--- src/rtl/sslv_regwin_pkg.sv ---
package sslv_regwin_pkg;

    localparam int ADDR_W  = 8;
    localparam int BYTE_W  = 8;
    localparam int WORD_W  = 32;
    localparam int LANES   = WORD_W / BYTE_W;
    localparam int LANE_W  = $clog2(LANES);
    localparam int INDEX_W = ADDR_W - LANE_W;

    localparam logic [ADDR_W-1:0] LAUNCH_BYTE   = 8'h07;
    localparam logic [ADDR_W-1:0] MOUT_LAST     = 8'h93;
    localparam logic [ADDR_W-1:0] MIN_LAST      = 8'h97;

    typedef enum logic [3:0] {
        SEL_WDATA, SEL_WADDR, SEL_ACC, SEL_CTRL,
        SEL_STAT, SEL_MASK, SEL_MOUT, SEL_MIN, SEL_NONE
    } win_sel_e;

    typedef struct packed {
        logic bus_busy;
        logic alert;
        logic in_full;
        logic out_full;
    } acc_stat_t;

    function automatic win_sel_e decode_word(input logic [INDEX_W-1:0] idx);
        case (idx)
            6'h00:   return SEL_WDATA;
            6'h01:   return SEL_WADDR;
            6'h08:   return SEL_ACC;
            6'h09:   return SEL_CTRL;
            6'h20:   return SEL_STAT;
            6'h21:   return SEL_MASK;
            6'h24:   return SEL_MOUT;
            6'h25:   return SEL_MIN;
            default: return SEL_NONE;
        endcase
    endfunction

    function automatic logic [WORD_W-1:0] put_lane(input logic [WORD_W-1:0] word,
                                                   input logic [LANE_W-1:0] lane,
                                                   input logic [BYTE_W-1:0] b);
        logic [WORD_W-1:0] r;
        r = word;
        r[lane*BYTE_W +: BYTE_W] = b;
        return r;
    endfunction

    function automatic logic [BYTE_W-1:0] get_lane(input logic [WORD_W-1:0] word,
                                                   input logic [LANE_W-1:0] lane);
        return word[lane*BYTE_W +: BYTE_W];
    endfunction

endpackage

--- src/rtl/sslv_ptr.sv ---
module sslv_ptr
    import sslv_regwin_pkg::*;
(
    input  logic              clk,
    input  logic              rst,
    input  logic              xfer_start_i,
    input  logic              wr_valid_i,
    input  logic [BYTE_W-1:0] wr_byte_i,
    input  logic              rd_ack_i,
    output logic [ADDR_W-1:0] ptr_o,
    output logic              addr_phase_o,
    output logic              data_wr_o
);
    logic [ADDR_W-1:0] ptr_q;
    logic              first_q;

    assign data_wr_o    = wr_valid_i && !first_q;
    assign ptr_o        = ptr_q;
    assign addr_phase_o = first_q;

    always_ff @(posedge clk) begin
        if (rst) begin
            ptr_q   <= '0;
            first_q <= 1'b0;
        end else begin
            if (xfer_start_i)
                first_q <= 1'b1;
            else if (wr_valid_i)
                first_q <= 1'b0;

            if (wr_valid_i && first_q)
                ptr_q <= wr_byte_i;
            else if (data_wr_o || rd_ack_i)
                ptr_q <= ptr_q + 1'b1;
        end
    end
endmodule

--- src/rtl/sslv_regs.sv ---
module sslv_regs
    import sslv_regwin_pkg::*;
(
    input  logic              clk,
    input  logic              rst,
    input  logic              data_wr_i,
    input  logic              rd_ack_i,
    input  logic [ADDR_W-1:0] ptr_i,
    input  logic [BYTE_W-1:0] wr_byte_i,
    input  logic [WORD_W-1:0] stat_i,
    input  logic              mbox_out_wr_i,
    input  logic [WORD_W-1:0] mbox_out_data_i,
    input  logic              mbox_in_ack_i,
    input  logic              bus_ack_i,
    output logic [WORD_W-1:0] wdata_o,
    output logic [WORD_W-1:0] waddr_o,
    output logic [WORD_W-1:0] ctrl_o,
    output logic [WORD_W-1:0] mask_o,
    output logic [WORD_W-1:0] mout_o,
    output logic [WORD_W-1:0] min_o,
    output acc_stat_t         acc_o
);
    logic [WORD_W-1:0] wdata_q, waddr_q, ctrl_q, mask_q, mout_q, min_q;
    logic              busy_q, out_full_q, in_full_q;
    win_sel_e          sel;
    logic [LANE_W-1:0] lane;

    assign sel  = decode_word(ptr_i[ADDR_W-1:LANE_W]);
    assign lane = ptr_i[LANE_W-1:0];

    always_ff @(posedge clk) begin
        if (rst) begin
            wdata_q <= '0;
            waddr_q <= '0;
            ctrl_q  <= '0;
            mask_q  <= '0;
            min_q   <= '0;
        end else if (data_wr_i) begin
            case (sel)
                SEL_WDATA: wdata_q <= put_lane(wdata_q, lane, wr_byte_i);
                SEL_WADDR: waddr_q <= put_lane(waddr_q, lane, wr_byte_i);
                SEL_CTRL:  ctrl_q  <= put_lane(ctrl_q,  lane, wr_byte_i);
                SEL_MASK:  mask_q  <= put_lane(mask_q,  lane, wr_byte_i);
                SEL_MIN:   min_q   <= put_lane(min_q,   lane, wr_byte_i);
                default: ;
            endcase
        end
    end

    always_ff @(posedge clk) begin
        if (rst) begin
            busy_q     <= 1'b0;
            out_full_q <= 1'b0;
            in_full_q  <= 1'b0;
            mout_q     <= '0;
        end else begin
            if (data_wr_i && ptr_i == LAUNCH_BYTE)
                busy_q <= 1'b1;
            else if (bus_ack_i)
                busy_q <= 1'b0;

            if (mbox_out_wr_i) begin
                mout_q     <= mbox_out_data_i;
                out_full_q <= 1'b1;
            end else if (rd_ack_i && ptr_i == MOUT_LAST) begin
                out_full_q <= 1'b0;
            end

            if (data_wr_i && ptr_i == MIN_LAST)
                in_full_q <= 1'b1;
            else if (mbox_in_ack_i)
                in_full_q <= 1'b0;
        end
    end

    assign wdata_o = wdata_q;
    assign waddr_o = waddr_q;
    assign ctrl_o  = ctrl_q;
    assign mask_o  = mask_q;
    assign mout_o  = mout_q;
    assign min_o   = min_q;
    assign acc_o   = '{bus_busy: busy_q,
                       alert:    |(stat_i & mask_q),
                       in_full:  in_full_q,
                       out_full: out_full_q};
endmodule

--- src/rtl/sslv_rdmux.sv ---
module sslv_rdmux
    import sslv_regwin_pkg::*;
(
    input  logic [ADDR_W-1:0] ptr_i,
    input  logic [WORD_W-1:0] wdata_i,
    input  logic [WORD_W-1:0] waddr_i,
    input  logic [WORD_W-1:0] ctrl_i,
    input  logic [WORD_W-1:0] mask_i,
    input  logic [WORD_W-1:0] stat_i,
    input  logic [WORD_W-1:0] mout_i,
    input  logic [WORD_W-1:0] min_i,
    input  acc_stat_t         acc_i,
    output logic [BYTE_W-1:0] rd_byte_o
);
    logic [WORD_W-1:0] word;

    always_comb begin
        case (decode_word(ptr_i[ADDR_W-1:LANE_W]))
            SEL_WDATA: word = wdata_i;
            SEL_WADDR: word = waddr_i;
            SEL_ACC:   word = WORD_W'(acc_i);
            SEL_CTRL:  word = ctrl_i;
            SEL_STAT:  word = stat_i;
            SEL_MASK:  word = mask_i;
            SEL_MOUT:  word = mout_i;
            SEL_MIN:   word = min_i;
            default:   word = '0;
        endcase
        rd_byte_o = get_lane(word, ptr_i[LANE_W-1:0]);
    end
endmodule

--- src/rtl/sslv_regwin.sv ---
module sslv_regwin
    import sslv_regwin_pkg::*;
(
    input  logic              clk,
    input  logic              rst,
    input  logic              xfer_start_i,
    input  logic              wr_valid_i,
    input  logic [BYTE_W-1:0] wr_byte_i,
    input  logic              rd_ack_i,
    output logic [BYTE_W-1:0] rd_byte_o,
    input  logic [WORD_W-1:0] stat_i,
    input  logic              mbox_out_wr_i,
    input  logic [WORD_W-1:0] mbox_out_data_i,
    output logic              mbox_out_full_o,
    input  logic              mbox_in_ack_i,
    output logic [WORD_W-1:0] mbox_in_data_o,
    output logic              mbox_in_full_o,
    output logic              bus_req_o,
    input  logic              bus_ack_i,
    output logic [WORD_W-1:0] bus_addr_o,
    output logic [WORD_W-1:0] bus_wdata_o,
    output logic [WORD_W-1:0] ctrl_o,
    output logic              alert_o
);
    logic [ADDR_W-1:0] ptr;
    logic              addr_phase;
    logic              data_wr;
    logic [WORD_W-1:0] wdata, waddr, ctrl, mask, mout, min;
    acc_stat_t         acc;

    sslv_ptr i_ptr (
        .clk, .rst, .xfer_start_i, .wr_valid_i, .wr_byte_i, .rd_ack_i,
        .ptr_o(ptr), .addr_phase_o(addr_phase), .data_wr_o(data_wr)
    );

    sslv_regs i_regs (
        .clk, .rst, .data_wr_i(data_wr), .rd_ack_i, .ptr_i(ptr), .wr_byte_i,
        .stat_i, .mbox_out_wr_i, .mbox_out_data_i, .mbox_in_ack_i, .bus_ack_i,
        .wdata_o(wdata), .waddr_o(waddr), .ctrl_o(ctrl), .mask_o(mask),
        .mout_o(mout), .min_o(min), .acc_o(acc)
    );

    sslv_rdmux i_rdmux (
        .ptr_i(ptr), .wdata_i(wdata), .waddr_i(waddr), .ctrl_i(ctrl),
        .mask_i(mask), .stat_i, .mout_i(mout), .min_i(min), .acc_i(acc),
        .rd_byte_o
    );

    assign bus_req_o       = acc.bus_busy;
    assign bus_addr_o      = waddr;
    assign bus_wdata_o     = wdata;
    assign ctrl_o          = ctrl;
    assign alert_o         = acc.alert;
    assign mbox_out_full_o = acc.out_full;
    assign mbox_in_full_o  = acc.in_full;
    assign mbox_in_data_o  = min;
endmodule

--- config.mk ---
export PLATFORM = sky130hd
export DESIGN_NAME = sslv_regwin
export DESIGN_NICKNAME = d
export VERILOG_FILES = /design/src/rtl/sslv_regwin_pkg.sv /design/src/rtl/sslv_ptr.sv /design/src/rtl/sslv_regs.sv /design/src/rtl/sslv_rdmux.sv /design/src/rtl/sslv_regwin.sv
export SDC_FILE = /design/constraint.sdc
export NUM_CORES = 1
export LEC_CHECK = 0
export ABC_AREA = 1
export CAP_MARGIN = 20
export CORE_ASPECT_RATIO = 2
export CORE_MARGIN = 2
export CORE_UTILIZATION = 45
export DETAILED_ROUTE_END_ITERATION = 12
export DONT_BUFFER_PORTS = 1
export SLEW_MARGIN = 20
export SYNTH_ARGS = -nofsm -noshare
export SYNTH_HDL_FRONTEND = slang
export SYNTH_SLANG_ARGS = --single-unit
--- constraint.sdc ---
create_clock -name clk -period 5.29 [get_ports clk]
set_input_delay 1.058 -clock clk [delete_from_list [all_inputs] [get_ports clk]]
set_output_delay 1.058 -clock clk [all_outputs]
set_load 0.01 [all_outputs]
==> results.md <==
* Status: complete, no violations
* Post-Syn Area at 9980 um2
* Slew HR at 0.325
* Crit path DAT at between 2000 and 3000 ps
* Share of cells above drive strength 1 at 0.0472
* Crit path max fanout at 19
* Post-synth net total at about 1600
* Most frequent CP cell: nand2_1
* Setup violators final at 0
* Clock Tree Root: clkbuf_16
* WL/cell at around 23 um
* Crit path launch type: flip-flop
* H-tree lvl count at 1
* CTS sink cnt at around 200
* Final-report max-slew violation count at 0
* Setup crit end kind: primary output
* Initial antenna violation count at 1
* Achievable Freq at 258 MHz
* Core area at roughly 22000 um2
* Power per Cell Area at ~320 nW/um2
* Tightest Pin Transition at 1010 ps
* R2R depth at 7
* Dpl hpwl at a little under 30000 um
* Hold_ws at between 400 and 500 ps
* Antenna Nets Post-Route at 0
* Drt drc at 0
* Post-cts resize count at 0
* Yosys cell types at 35
* Peak VDD IR at 0.000296 V
* TritonCTS buffer count at 20
* Leakage power at ~4.2 nW
* RePlAce Congestion at roughly 1
* Endpoint, Worst Hold: i_regs.mout_o[23]
* Num rows at 77
* Area of the die at approximately 23000 um2
* FF-to-FF End: i_regs.min_o[13]
* CP max-delay cell: nand3_2
* Pin count of the biggest net entering global routing at 81
* Hold Path Stages at 2
* Initial Util at 0.454
* WP data required at around 4200 ps
* Synth Area per Inst at 6.49 um2
* Number of global-route vias before repair at roughly 9600
* Vias at around 10000
* First-pass detailed-route iteration total at 5
* Worst r2r src: i_ptr.ptr_o[0]
* # port buffers at 0
* Clk slew on worst S/H paths at ~80 ps
* Die W at between 100 and 150 um
* Clk_lat worst skew at about 530 ps
* GRT overflow at 0
* Vias per cell at roughly 5.7
* RSZ-0062 raised after global routing: no
* Final Power at roughly 3.4 mW
* Yosys reg bits at 204
* Finished Layout Cells at 1781
* Crit path max-delay family: simple AND/OR/NAND/NOR gates
* Type of the worst setup path: reg2out
* Buffers & Inverters on Critical Path at 2
* R2R Setup Slk at about 2200 ps
* Post-CTS setup buffer count at 0
* Hold Vio Cnt, Final at 0
* I/O pins at 220
* Hold crit path type: reg2reg
* Tmin final at 3880 ps
* Placed Cells at roughly 1700
* Sequential area share after synthesis at 0.409
* Max-cap check violation count at 0
* Final Cycle Share at 0.734
* Die Span Y at around 210 um
* Hold_buf cts at 0
* CTS Buffer Depth at 3
* Area growth syn-to-layout at 6.74%
* Max incr delay on CP at around 470 ps
* Cells after synthesis at 1536
* GRT Total Usage at 0.340
* Synth warn at 0
* CTS tree: done
* Fin nets at about 1600
* Critical Path, Cell by Cell: nor2_1, buf_4, nand3_2, inv_2, nand2_1, nand3_1, nor2_1, nand2_1, nand3_1, nand2_1
* # fillers at 2337
* Worst hold path startpoint: i_regs.mout_o[23]
* Final setup TNS at 0 ps
* Total wire length at a little over 40000 um
* 1st-iter DRT viols at 804
* Global-route wire length before repair at 59100 um
* Max Clock Skew at between 20 and 30 ps
## state kept, by name, indices dropped and copies added, names as in the netlist
| name | count |
|---|---|
| i_regs.in_full_q | 1 |
| i_ptr.ptr_o | 8 |
| i_regs.ctrl_o | 32 |
| i_regs.wdata_o | 32 |
| i_regs.mask_o | 32 |
| i_ptr.addr_phase_o | 1 |
| i_regs.busy_q | 1 |
| i_regs.mout_o | 32 |
| i_regs.out_full_q | 1 |
| i_regs.min_o | 32 |
| i_regs.waddr_o | 32 |
## metrics by stage
step	worst slack [ps]	utilization	area, um2
after floorplan	2490	-	9980
after global placement	1910	0.455	10000
after detailed placement	1900	0.455	10000
after CTS	1480	0.485	10600
after global routing	1250	0.485	10600
final	1410	0.485	10600
## metal layers
layer  vias up  track usage  wire length (um)
met1      4663        0.349             13200
li1       4820            -                 -
met3       154       0.0702              3190
met5         -            0                 0
met4         0        0.272              3860
met2       506        0.578             20100
## layout make-up
class / instances / area (um2) / area share
Inverter: 147 / 554 / 0.0521
Clock inverter: 5 / 53.8 / 0.00505
Clock buffer: 31 / 593 / 0.0557
Multi-Input combinational cell: 1112 / 4980 / 0.467
Antenna cell: 1 / 2.50 / 0.000235
Sequential cell: 204 / 4080 / 0.384
Timing Repair Buffer: 5 / 37.5 / 0.00353
Tap cell: 276 / 345 / 0.0324
## how the worst max path moves through the flow
| stage | from | end | slack (ps) | cells after the start |
|---|---|---|---|---|
| 6_report | i_ptr.ptr_o[6] | rd_byte_o[1] | 1410 | 10 |
| 3_3_place_gp | stat_i[18] | rd_byte_o[2] | 1910 | 10 |
| 2_1_floorplan | stat_i[10] | rd_byte_o[2] | 2490 | 10 |
| 5_1_grt | i_ptr.ptr_o[6] | rd_byte_o[5] | 1250 | 12 |
| 4_1_cts | i_ptr.ptr_o[6] | rd_byte_o[1] | 1480 | 10 |
| 3_5_place_dp | stat_i[18] | rd_byte_o[2] | 1900 | 10 |
## cell usage in the layout (no fill, tap or decap), drive strengths merged, types with 2 or more instances in the layout
cell,count
a211oi,4
a21oi,173
a31oi,4
buf,5
clkbuf,31
clkinv,4
dfxtp,204
ha,4
inv,147
nand2,429
nand3,81
nand4,3
nor2,236
nor3,12
o211ai,2
o21ai,154
o22ai,7
## report_power, final
part / switching [mW] / total, mW / internal [mW]
registers: 0.0356 / 1.60 / 1.57
logic: 0.283 / 0.363 / 0.0796
clock network: 0.648 / 1.47 / 0.824
## kinds of logic after synthesis
kind of cell,count (synthesis),synth area share
and+or+nand+nor,762,0.316
buffers and inverters,220,0.0917
adders and majority gates,4,0.00502
DFF,204,0.409
AOI/OAI and AO/OA,345,0.177
xor gates and xnor gates,1,0.000878
## Yosys cell counts, drive strengths merged
master  instances  area [um2]
o211ai          2        15.0
clkbuf         34         128
a31oi           4        25.0
o221ai          1        8.76
nand2         429        1670
clkinv          1        3.75
inv           146         551
a21oi         173         866
xor2            1        8.76
dfxtp         204        4080
nor2          236         981
nor3           12        65.1
a211oi          4        30.0
or2             1        6.26
buf            39         233
o21ai         154         775
nand4           3        18.8
o22ai           7        43.8
nand3          81         410
ha              4        50.1
## worst register-to-register path: cells and delay by family, from the launching register on
family	cells	cell delay, ps
and+or+nand+nor	2	750
adders and majority gates	1	590
DFF	1	730
buffers and inverters	2	620
AOI/OAI and AO/OA	2	330
Note: power is estimated with default switching activity, not from simulation.
